==> config.mk <==
export PLATFORM = sky130hd
export DESIGN_NAME = tbc_top
export DESIGN_NICKNAME = d
export VERILOG_FILES = /design/src/rtl/tbc_pkg.sv /design/src/rtl/tbc_store.sv /design/src/rtl/tbc_resolve.sv /design/src/rtl/tbc_top.sv
export SDC_FILE = /design/constraint.sdc
export NUM_CORES = 2
export LEC_CHECK = 0
export ABC_AREA = 1
export CORE_MARGIN = 2
export CORE_UTILIZATION = 25
export CTS_BUF_LIST = sky130_fd_sc_hd__clkbuf_16
export DETAILED_ROUTE_END_ITERATION = 8
export GPL_ROUTABILITY_DRIVEN = 0
export PLACE_DENSITY = 0.4
export SLEW_MARGIN = 20
export SYNTH_ARGS = -nofsm -noshare
export SYNTH_HDL_FRONTEND = slang
export SYNTH_SLANG_ARGS = --single-unit
==> constraint.sdc <==
create_clock -name clk -period 2.8 [get_ports clk]
set_input_delay 0.56 -clock clk [delete_from_list [all_inputs] [get_ports clk]]
set_output_delay 0.56 -clock clk [all_outputs]
set_load 0.01 [all_outputs]
==> src/rtl/tbc_pkg.sv <==
package tbc_pkg;
  localparam int PC_W       = 32;
  localparam int INSN_BYTES = 4;

  typedef enum logic [1:0] {
    PEN_ZERO = 2'd0,
    PEN_TWO  = 2'd2
  } pen_e;

  // Sequential fetch address.
  function automatic logic [PC_W-1:0] seq_next(input logic [PC_W-1:0] pc);
    return pc + PC_W'(INSN_BYTES);
  endfunction

  // Penalty class of a resolution from what fetch saw and what happened.
  function automatic pen_e classify(input logic was_hit, input logic taken,
                                    input logic same_tgt);
    pen_e p;
    unique case ({was_hit, taken})
      2'b11:   p = same_tgt ? PEN_ZERO : PEN_TWO;
      2'b10:   p = PEN_TWO;
      2'b01:   p = PEN_TWO;
      default: p = PEN_ZERO;
    endcase
    return p;
  endfunction
endpackage

==> src/rtl/tbc_store.sv <==
module tbc_store #(
  parameter int ENTRIES = 16,
  parameter int IDX_W   = 4,
  parameter int TAG_W   = 26,
  parameter int TGT_W   = 32
) (
  input  logic             clk,
  input  logic             rst_n,
  input  logic [IDX_W-1:0] rd_idx,
  output logic             rd_valid,
  output logic [TAG_W-1:0] rd_tag,
  output logic [TGT_W-1:0] rd_target,
  input  logic [IDX_W-1:0] chk_idx,
  output logic             chk_valid,
  output logic [TAG_W-1:0] chk_tag,
  input  logic             wr_en,
  input  logic [IDX_W-1:0] wr_idx,
  input  logic [TAG_W-1:0] wr_tag,
  input  logic [TGT_W-1:0] wr_target,
  input  logic             clr_en,
  input  logic [IDX_W-1:0] clr_idx
);
  logic [ENTRIES-1:0] valid_q;
  logic [TAG_W-1:0]   tag_q [ENTRIES];
  logic [TGT_W-1:0]   tgt_q [ENTRIES];

  always_ff @(posedge clk or negedge rst_n) begin
    if (!rst_n) begin
      for (int e = 0; e < ENTRIES; e++) begin
        valid_q[e] <= 1'b0;
        tag_q[e]   <= '0;
        tgt_q[e]   <= '0;
      end
    end else begin
      for (int e = 0; e < ENTRIES; e++) begin
        if (wr_en && wr_idx == IDX_W'(e)) begin
          valid_q[e] <= 1'b1;
          tag_q[e]   <= wr_tag;
          tgt_q[e]   <= wr_target;
        end else if (clr_en && clr_idx == IDX_W'(e)) begin
          valid_q[e] <= 1'b0;
        end
      end
    end
  end

  // Reads return the registered contents: a same-cycle write is not seen.
  assign rd_valid  = valid_q[rd_idx];
  assign rd_tag    = tag_q[rd_idx];
  assign rd_target = tgt_q[rd_idx];
  assign chk_valid = valid_q[chk_idx];
  assign chk_tag   = tag_q[chk_idx];

  // an install leaves a valid entry carrying the written tag and target
  a_r4_install_lands: assert property (@(posedge clk) disable iff (!rst_n)
    wr_en |=> valid_q[$past(wr_idx)] && tag_q[$past(wr_idx)] == $past(wr_tag)
              && tgt_q[$past(wr_idx)] == $past(wr_target));

  // a removal leaves the entry invalid
  a_r5_remove_lands: assert property (@(posedge clk) disable iff (!rst_n)
    clr_en |=> !valid_q[$past(clr_idx)]);
endmodule

==> src/rtl/tbc_resolve.sv <==
module tbc_resolve
  import tbc_pkg::*;
#(
  parameter int TAG_W = 26
) (
  input  logic            clk,
  input  logic            rst_n,
  input  logic            upd_valid,
  input  logic            upd_taken,
  input  logic            upd_pred_hit,
  input  logic [PC_W-1:0] upd_target,
  input  logic [PC_W-1:0] upd_pred_target,
  input  logic [TAG_W-1:0] upd_tag,
  input  logic            chk_valid,
  input  logic [TAG_W-1:0] chk_tag,
  output logic            wr_en,
  output logic            clr_en,
  output logic            mispredict,
  output pen_e            penalty
);
  logic same_tgt;
  logic entry_ours;

  assign same_tgt   = (upd_target == upd_pred_target);
  assign entry_ours = chk_valid && (chk_tag == upd_tag);
  assign penalty    = classify(upd_pred_hit, upd_taken, same_tgt);
  assign mispredict = (penalty != PEN_ZERO);

  // Install on a taken miss, rewrite on a taken hit with a stale target.
  assign wr_en  = upd_valid && upd_taken && (!upd_pred_hit || !same_tgt);
  // Remove on a fall-through after a hit, only if the entry is still ours.
  assign clr_en = upd_valid && !upd_taken && upd_pred_hit && entry_ours;

  // an entry is never written and removed in the same cycle
  a_r5_one_action: assert property (@(posedge clk) disable iff (!rst_n)
    !(wr_en && clr_en));
endmodule

==> src/rtl/tbc_top.sv <==
module tbc_top
  import tbc_pkg::*;
#(
  parameter int ENTRIES = 16
) (
  input  logic        clk,
  input  logic        rst_n,
  input  logic [31:0] fetch_pc,
  output logic        fetch_hit,
  output logic [31:0] fetch_next_pc,
  input  logic        upd_valid,
  input  logic [31:0] upd_pc,
  input  logic        upd_taken,
  input  logic [31:0] upd_target,
  input  logic        upd_pred_hit,
  input  logic [31:0] upd_pred_target,
  output logic        res_valid,
  output logic        res_mispredict,
  output logic [1:0]  res_penalty
);
  localparam int IDX_W = $clog2(ENTRIES);
  localparam int ALIGN = $clog2(INSN_BYTES);
  localparam int TAG_W = PC_W - IDX_W - ALIGN;

  logic [IDX_W-1:0] f_idx, u_idx;
  logic [TAG_W-1:0] f_tag, u_tag;
  logic             rd_valid, chk_valid;
  logic [TAG_W-1:0] rd_tag, chk_tag;
  logic [PC_W-1:0]  rd_target;
  logic             wr_en, clr_en, mis_now;
  pen_e             pen_now;

  assign f_idx = fetch_pc[ALIGN +: IDX_W];
  assign f_tag = fetch_pc[PC_W-1 -: TAG_W];
  assign u_idx = upd_pc[ALIGN +: IDX_W];
  assign u_tag = upd_pc[PC_W-1 -: TAG_W];

  tbc_store #(.ENTRIES(ENTRIES), .IDX_W(IDX_W), .TAG_W(TAG_W), .TGT_W(PC_W)) u_store (
    .clk(clk), .rst_n(rst_n),
    .rd_idx(f_idx), .rd_valid(rd_valid), .rd_tag(rd_tag), .rd_target(rd_target),
    .chk_idx(u_idx), .chk_valid(chk_valid), .chk_tag(chk_tag),
    .wr_en(wr_en), .wr_idx(u_idx), .wr_tag(u_tag), .wr_target(upd_target),
    .clr_en(clr_en), .clr_idx(u_idx)
  );

  tbc_resolve #(.TAG_W(TAG_W)) u_resolve (
    .clk(clk), .rst_n(rst_n),
    .upd_valid(upd_valid), .upd_taken(upd_taken), .upd_pred_hit(upd_pred_hit),
    .upd_target(upd_target), .upd_pred_target(upd_pred_target), .upd_tag(u_tag),
    .chk_valid(chk_valid), .chk_tag(chk_tag),
    .wr_en(wr_en), .clr_en(clr_en), .mispredict(mis_now), .penalty(pen_now)
  );

  assign fetch_hit     = rd_valid && (rd_tag == f_tag);
  assign fetch_next_pc = fetch_hit ? rd_target : seq_next(fetch_pc);

  logic       res_valid_q, res_mis_q;
  logic [1:0] res_pen_q;

  always_ff @(posedge clk or negedge rst_n) begin
    if (!rst_n) begin
      res_valid_q <= 1'b0;
      res_mis_q   <= 1'b0;
      res_pen_q   <= PEN_ZERO;
    end else begin
      res_valid_q <= upd_valid;
      res_mis_q   <= upd_valid && mis_now;
      res_pen_q   <= upd_valid ? pen_now : PEN_ZERO;
    end
  end

  assign res_valid      = res_valid_q;
  assign res_mispredict = res_mis_q;
  assign res_penalty    = res_pen_q;

  // reported branch addresses are word-aligned
  a_r2_aligned_update: assert property (@(posedge clk) disable iff (!rst_n)
    upd_valid |-> upd_pc[ALIGN-1:0] == '0);

  // a taken miss costs two cycles
  a_r4_alloc_penalty: assert property (@(posedge clk) disable iff (!rst_n)
    upd_valid && !upd_pred_hit && upd_taken |=> res_mispredict && res_penalty == 2'd2);

  // a fall-through after a hit costs two cycles
  a_r5_fallthrough_penalty: assert property (@(posedge clk) disable iff (!rst_n)
    upd_valid && upd_pred_hit && !upd_taken |=> res_mispredict && res_penalty == 2'd2);

  // a correct taken hit is free
  a_r6_clean_hit: assert property (@(posedge clk) disable iff (!rst_n)
    upd_valid && upd_pred_hit && upd_taken && upd_target == upd_pred_target
    |=> !res_mispredict && res_penalty == 2'd0);

  // no report, no result
  a_r9_idle_quiet: assert property (@(posedge clk) disable iff (!rst_n)
    !upd_valid |=> !res_valid && !res_mispredict);
endmodule

# ---- Yosys cells after proc, flatten, opt, wreduce, memory -nomap -nowiden
# Cells that the tools add are included.
dict set report totals {
  regBits 948
  inputBits 133
  out_inout_bits 37
  elab_cells 191
}
dict set report classes {
  n_addsub 1
  order_cmp 4
  eq_ne 21
  n_mux 49
  bitwise_logic 2
  n_reduce_logical 63
}
# operator count
set ops {}
lappend ops {{binary-select mux 26 bit (select 4 bit)} 2}
lappend ops {{binary-select mux 32 bit (select 4 bit)} 1}
lappend ops {{two-way mux 26 bit} 4}
lappend ops {{two-way mux 32 bit} 3}
lappend ops {{equality test 26 bit} 2}
lappend ops {{logical AND 1 bit} 40}
lappend ops {{two-way mux 1 bit} 34}
lappend ops {{nonzero test 2 bit} 17}
lappend ops {{adder 32 x 3 -> 32 bit (second input constant)} 1}
lappend ops {{equality test 32 bit} 1}
lappend ops {{equality test 4 bit (second input constant)} 8}
lappend ops {{equality test 4 x 3 -> 1 bit (second input constant)} 4}
lappend ops {{greater-or-equal comparator 5 bit (second input constant)} 2}
lappend ops {{less-than comparator 4 x 5 -> 1 bit (second input constant)} 2}
lappend ops {{NOT 4 -> 5 bit} 2}
lappend ops {{binary-select mux 1 bit (select 4 bit)} 2}
lappend ops {{equality test 4 x 2 -> 1 bit (second input constant)} 2}
lappend ops {{equality test 2 bit (second input constant)} 2}
lappend ops {{equality test 4 x 1 -> 1 bit (second input constant)} 1}
lappend ops {{logical NOT 4 bit} 1}
lappend ops {{two-way mux 2 bit} 2}
lappend ops {{one-hot mux 2 bit (2 select lines)} 1}
lappend ops {{logical NOT 1 bit} 3}
lappend ops {{equality test 2 x 1 -> 1 bit (second input constant)} 1}
lappend ops {{other kinds (2)} 2}

# ---- Depth between registers and ports, before layout
dict set report depth {
  ltp_word 10
  depth_mapped 23
  mapped_depth_nobuf 20
}

# ---- Cells and area by module
# From an unflattened synthesis, not the netlist that was laid out.
dict set report unflattened {
  hier_cells 7628
  area_unflattened_um2 52597.9
}
# module n_inst cells_each area_per_inst_um2 seq_area_each_um2
set modules_own_cells {}
lappend modules_own_cells {tbc_store 1 7021 49626.3 23622.7}
lappend modules_own_cells {tbc_top 1 442 2050.7 100.1}
lappend modules_own_cells {tbc_resolve 1 165 920.9 0.0}

# ---- Worst setup path before layout
# OpenSTA, ideal clock, no wires.
dict set report synth_timing {
  kind {input to output}
  startpoint {input fetch_pc[2]}
  endpoint {output fetch_next_pc[27]}
  t_arrival_ns 2.294
  t_required_ns 2.240
  setup_slack_ns -0.054
  stages 18
  n_path_buf 5
  path_cell_list {buf_6 -> buf_8 -> buf_6 -> buf_6 -> o21ai_1 -> nand2_1 -> a21oi_1 -> nor2_1 -> nor2_2 -> nand3_1 -> nor2_1 -> nand2_1 -> nor2_4 -> nand2_4 -> buf_6 -> nand2_1 -> nand2_1 -> inv_1}
}
dict set report synth_between {
  elab_chain_cells 7
  elab_cells_between_ends 13
  cone_classes {add/sub: 1; eq/ne: 1; mux: 9; bitwise: 1; reduce/logical: 1}
}
# item line
set synth_rtl {}
lappend synth_rtl {{start, declared} tbc_top.sv:8} ;# input logic [31:0] fetch_pc,
lappend synth_rtl {{NOT 4 -> 5 bit (not written as such)} {tbc_store.sv:49, tbc_store.sv:50}}
lappend synth_rtl {{binary-select mux 26 bit (select 4 bit)} tbc_store.sv:49} ;# assign rd_tag = tag_q[rd_idx];
lappend synth_rtl {{two-way mux 26 bit (not written as such) (2 in a row)} tbc_store.sv:49}
lappend synth_rtl {{equality test 26 bit} tbc_top.sv:54} ;# assign fetch_hit = rd_valid && (rd_tag == f_tag);
lappend synth_rtl {{logical AND 1 bit} tbc_top.sv:54}
lappend synth_rtl {{two-way mux 32 bit (*)} tbc_top.sv:55} ;# assign fetch_next_pc = fetch_hit ? rd_target : seq_next(fetch_pc);
lappend synth_rtl {{end, declared} tbc_top.sv:10} ;# output logic [31:0] fetch_next_pc,
# Every way passes the cells marked *; elsewhere a longest branch is shown, timed or not. The select of a mux whose other input is x is not followed.

# ---- Final worst setup path
dict set report layout_timing {
  startpoint {input fetch_pc[2]}
  endpoint {output fetch_next_pc[9]}
}
# Same word-level chain as after synthesis.

==> run_summary.xml <==
<?xml version="1.0" encoding="UTF-8"?>
<metrics>
  <group name="run_status">
    <metric name="status" unit="">complete, but fails checks</metric>
    <metric name="violations" unit="">negative setup slack</metric>
  </group>
  <group name="finish">
    <metric name="most-common-layout-cells" unit="">2381 x sky130_fd_sc_hd__nand2_1, 1378 x sky130_fd_sc_hd__o21ai_0, 946 x sky130_fd_sc_hd__dfrtp_1</metric>
    <metric name="layout.cell_area.non_filler" unit="um2">67050</metric>
    <metric name="finalCoreUtilization" unit="">0.3362</metric>
    <metric name="layout-drive-gt1-share" unit="">0.1798</metric>
    <metric name="n_fill_cell" unit="">21412</metric>
    <metric name="mostFrequentLayoutCell" unit="">sky130_fd_sc_hd__nand2_1</metric>
    <metric name="layoutNonFillerInstCount" unit="">10383</metric>
    <metric name="finish.net_count" unit="">7768</metric>
    <metric name="areaGrowthSynthToFinish" unit="%">33.82</metric>
  </group>
  <group name="setup_path">
    <metric name="critical_path.max_fanout" unit="">10</metric>
    <metric name="critical_path.n_buffers_inverters" unit="">9</metric>
    <metric name="crit_path_top_delay_cell" unit="">sky130_fd_sc_hd__nor2_4</metric>
    <metric name="critical-path-top-delay-family" unit="">buffers and inverters</metric>
    <metric name="cp_slowest_stage_delay" unit="ns">0.21</metric>
    <metric name="cp-start-kind" unit="">primary input</metric>
    <metric name="reg2reg_setup_slack" unit="ns">0.31</metric>
    <metric name="criticalPathCategory" unit="">primary input to primary output</metric>
    <metric name="path_common_cell" unit="">sky130_fd_sc_hd__nand2_1</metric>
    <metric name="worstSetupEndpointType" unit="">primary output</metric>
    <metric name="critical_path_required" unit="ns">2.24</metric>
    <metric name="critical_path.cell_chain" unit="">buf_16 -&gt; buf_16 -&gt; buf_8 -&gt; buf_4 -&gt; nor2_1 -&gt; nor2_1 -&gt; nand2_1 -&gt; nand2_2 -&gt; buf_12 -&gt; nand2_1 -&gt; nand2_1 -&gt; inv_2 -&gt; nand3_1 -&gt; nand2_1 -&gt; nand2_1 -&gt; nor2_1 -&gt; nand2_1 -&gt; nor2_4 -&gt; nand2_8 -&gt; buf_6 -&gt; buf_6 -&gt; nand2_2 -&gt; o21ai_2 -&gt; buf_2</metric>
    <metric name="critPathArrivalTime" unit="ns">3.15</metric>
  </group>
  <group name="synthesis">
    <metric name="syn_avg_cell_area" unit="um2">7.279</metric>
    <metric name="synthAdderAreaFrac" unit="">0.0007492</metric>
    <metric name="synth_top_area_share" unit="">0.4725</metric>
    <metric name="synth_top_cell_by_area" unit="">sky130_fd_sc_hd__dfrtp_1</metric>
    <metric name="synth_cell_types" unit="">43</metric>
    <metric name="synthesis_warning_total" unit="">0</metric>
    <metric name="basic_gate_share_of_the_synthesized_area_counting_and_or_nand_and_nor_cells" unit="">0.2604</metric>
    <metric name="synth_seq_area_share" unit="">0.4725</metric>
    <metric name="synth_cells" unit="">6883</metric>
    <metric name="mappedNetlistArea" unit="um2">50100</metric>
    <metric name="synth_top_family_by_area" unit="">simple AND/OR/NAND/NOR gates</metric>
    <metric name="synth-compound-area-share" unit="">0.1745</metric>
    <metric name="yosys.area_share.xor_xnor" unit="">0.008216</metric>
    <metric name="synth.ff_latch_count" unit="">946</metric>
    <metric name="yosys-mux-area-fraction" unit="">0</metric>
    <metric name="synthesis.nets" unit="">7019</metric>
    <metric name="synth_area_leaders" unit="">sky130_fd_sc_hd__dfrtp_1 47%, sky130_fd_sc_hd__nand2_1 18%, sky130_fd_sc_hd__o21ai_0 14%</metric>
  </group>
  <group name="global_routing">
    <metric name="globalRouteTotalUtil" unit="">0.2236</metric>
    <metric name="grt_use_met2" unit="">0.3847</metric>
    <metric name="initial_antenna_violation_count" unit="">5</metric>
    <metric name="groute.layer.met3.usage" unit="">0.02460</metric>
    <metric name="grt-ovfl-total" unit="">0</metric>
    <metric name="use_met1" unit="">0.2872</metric>
    <metric name="grt_busiest_layer" unit="">met2</metric>
    <metric name="grt_start_max_net_pins" unit="">121</metric>
    <metric name="first_global_vias" unit="">48033</metric>
    <metric name="grt_pass1_wl" unit="mm">339.7</metric>
  </group>
  <group name="place">
    <metric name="placement.cell_area" unit="um2">62280</metric>
    <metric name="preCtsSetupSlack" unit="ns">-1.765</metric>
    <metric name="dp.cells" unit="">10126</metric>
    <metric name="numPortBuffers" unit="">166</metric>
    <metric name="place_hpwl" unit="mm">158.6</metric>
  </group>
  <group name="cts">
    <metric name="ctsLongestPathBuffers" unit="">3</metric>
    <metric name="insertion_delay" unit="ns">0.79</metric>
    <metric name="clock-sinks" unit="">946</metric>
    <metric name="tritoncts_buffer_count" unit="">115</metric>
    <metric name="ctsRootBufferMaster" unit="">sky130_fd_sc_hd__clkbuf_16</metric>
    <metric name="tritoncts" unit="">built</metric>
    <metric name="cts.htree.levels" unit="">3</metric>
    <metric name="path_clk_slew" unit="ns">0.07</metric>
  </group>
  <group name="power">
    <metric name="clock_power_share" unit="">0.344</metric>
    <metric name="power.sequential.fraction" unit="">0.418</metric>
    <metric name="irDropWorstVdd" unit="V">0.0005511</metric>
    <metric name="cell_internal_pwr" unit="mW">28.59</metric>
    <metric name="comb_power_share" unit="">0.238</metric>
    <metric name="total_leakage_power" unit="nW">32.36</metric>
    <metric name="design_power_total" unit="mW">42.06</metric>
    <metric name="switching_share" unit="">0.3204</metric>
    <metric name="cellPowerDensity" unit="nW/um2">627.4</metric>
    <metric name="power_switching" unit="mW">13.48</metric>
  </group>
  <group name="min_path">
    <metric name="timing.hold.worst.class" unit="">primary input to async pin</metric>
  </group>
  <group name="sta">
    <metric name="finalSetupViolations" unit="">33</metric>
    <metric name="rsz0062_at_grt" unit="">yes</metric>
    <metric name="setup_total_negative_slack" unit="ns">-28.60</metric>
    <metric name="max-slew-margin-rel" unit="">0.3664</metric>
    <metric name="timing.final.crit_period" unit="ns">3.706</metric>
    <metric name="final_critical_path_setup_slack" unit="ns">-0.9064</metric>
    <metric name="fin_hold_ws" unit="ns">0.2779</metric>
    <metric name="period_share" unit="">1.324</metric>
    <metric name="max_clock_freq" unit="MHz">269.8</metric>
    <metric name="report.final.hold_viol_count" unit="">0</metric>
    <metric name="fin_worst_skew" unit="ns">0.03641</metric>
    <metric name="final_max_slew_viol_count" unit="">0</metric>
    <metric name="max_slew.worst_pin.slew" unit="ns">0.9504</metric>
  </group>
  <group name="routing">
    <metric name="route.antenna.remaining_nets" unit="">0</metric>
    <metric name="first_pass_iters" unit="">6</metric>
    <metric name="wire_per_inst" unit="um">22.32</metric>
    <metric name="final_routed_wirelength_across_all_metal_layers" unit="mm">231.7</metric>
    <metric name="vias" unit="">48987</metric>
    <metric name="count_of_unresolved_drc_violations_after_routing" unit="">0</metric>
    <metric name="route.detailed.vias_per_inst" unit="">4.718</metric>
    <metric name="drt_first_iter_violations" unit="">3757</metric>
  </group>
  <group name="die">
    <metric name="row_count" unit="">164</metric>
    <metric name="start_util" unit="">0.2512</metric>
    <metric name="die_width" unit="um">451.7</metric>
    <metric name="core-area" unit="um2">199500</metric>
    <metric name="die_area" unit="um2">204000</metric>
    <metric name="num_io_pins" unit="">170</metric>
    <metric name="die_h" unit="um">451.7</metric>
  </group>
  <group name="job">
    <metric name="drv.max_cap_violation_count" unit="">0</metric>
  </group>
</metrics>
[repair_timing]
action | in CTS | in global routing
hold endpoints to repair | 83 | 0
buffers inserted | 25 | 11
gates resized for setup | 286 | 89
pin swaps | 51 | 43
hold buffers | 1 | 0
cloned | 5 | 5
endpoints found under the setup margin | 956 | 725
[path summary, 6_finish.rpt]
path	to	startpoint	cells after the start
max in group asynchronous	u_store.tgt_q[332]	rst_n	3
setup reg to reg	u_store.valid_q[15]	u_store.tag_q[216]	20
setup / recovery	fetch_next_pc[9]	fetch_pc[2]	24
hold / removal	u_store.tag_q[288]	rst_n	2
hold reg to reg	u_store.valid_q[2]	u_store.valid_q[2]	2
min in group clk	res_valid	upd_valid	1
[per-layer routing]
layer	vias to the layer above	wire length (um)
li1	23763	-
met1	23752	100400
met2	1145	111800
met3	327	9110
met4	0	10370
met5	-	0
[flip-flops by register name (all words and copies together) (netlist names)]
| register | count |
|---|---|
| res_penalty | 1 |
| u_store.valid_q | 16 |
| u_store.tag_q | 416 |
| u_store.tgt_q | 512 |
| res_valid | 1 |
[Yosys cell counts, drive strengths merged]
cell and n:
nand3 273, nand2 2482, a21oi 34, buf 247, or2 6, inv 397, nor3 22, ha 3
o211ai 36, o22ai 83, clkbuf 276, clkinv 1, a221oi 7, o211a 5, and3 2, nor2 492
nand3b 1, xor2 27, a22o 7, o21ai 1435, conb 1, nand4 31, a31oi 7, dfrtp 946
xnor2 20, nor4 3, o221ai 39
[area by class of cell]
class | count | area [um2] | area share
timing repair buffer | 1151 | 11820 | 0.1763
clock buffer | 116 | 2903 | 0.04330
inverter | 398 | 1544 | 0.02303
tap | 2656 | 3323 | 0.04957
antenna | 3 | 7.507 | 0.0001120
multi-input combinational | 5018 | 23100 | 0.3445
timing repair inverter | 2 | 22.52 | 0.0003359
clock inverter | 93 | 651.9 | 0.009723
sequential | 946 | 23670 | 0.3531
[cell families after synthesis]
family / count (synthesis)
xor gates and xnor gates: 47
AOI/OAI and AO/OA: 1653
and+or+nand+nor: 3312
adders and majority gates: 3
buffers and inverters: 921
other: 1
DFF: 946
[power groups by stage]
stage	registers, mW	clock network [mW]	logic, mW
5_1_grt	17.9	15.4	11.3
2_1_floorplan	17.5	0	4.89
6_report	17.6	14.5	10.0
4_1_cts	17.5	14.9	10.0
3_5_place_dp	17.7	0	9.89
3_3_place_gp	17.7	0	9.83
[worst reg2reg max path, cell delays in order, from the launching register on]
cell and delay, ns:
sky130_fd_sc_hd__dfrtp_1 0.38, sky130_fd_sc_hd__buf_4 0.13, sky130_fd_sc_hd__nand2_1 0.05, sky130_fd_sc_hd__o21ai_0 0.08
sky130_fd_sc_hd__nand2_1 0.07, sky130_fd_sc_hd__nand2_1 0.05, sky130_fd_sc_hd__nand2_1 0.05, sky130_fd_sc_hd__nand2_1 0.10
sky130_fd_sc_hd__buf_4 0.15, sky130_fd_sc_hd__nor2_1 0.09, sky130_fd_sc_hd__nand2_1 0.05, sky130_fd_sc_hd__nand2_1 0.08
sky130_fd_sc_hd__nand2_1 0.11, sky130_fd_sc_hd__nor2_1 0.24, sky130_fd_sc_hd__nand2_1 0.09, sky130_fd_sc_hd__buf_4 0.17
sky130_fd_sc_hd__nor2_4 0.11, sky130_fd_sc_hd__buf_12 0.15, sky130_fd_sc_hd__nand3_1 0.09, sky130_fd_sc_hd__nand2_1 0.08
sky130_fd_sc_hd__nand2_1 0.05
Power figures use the tool's default switching activity.
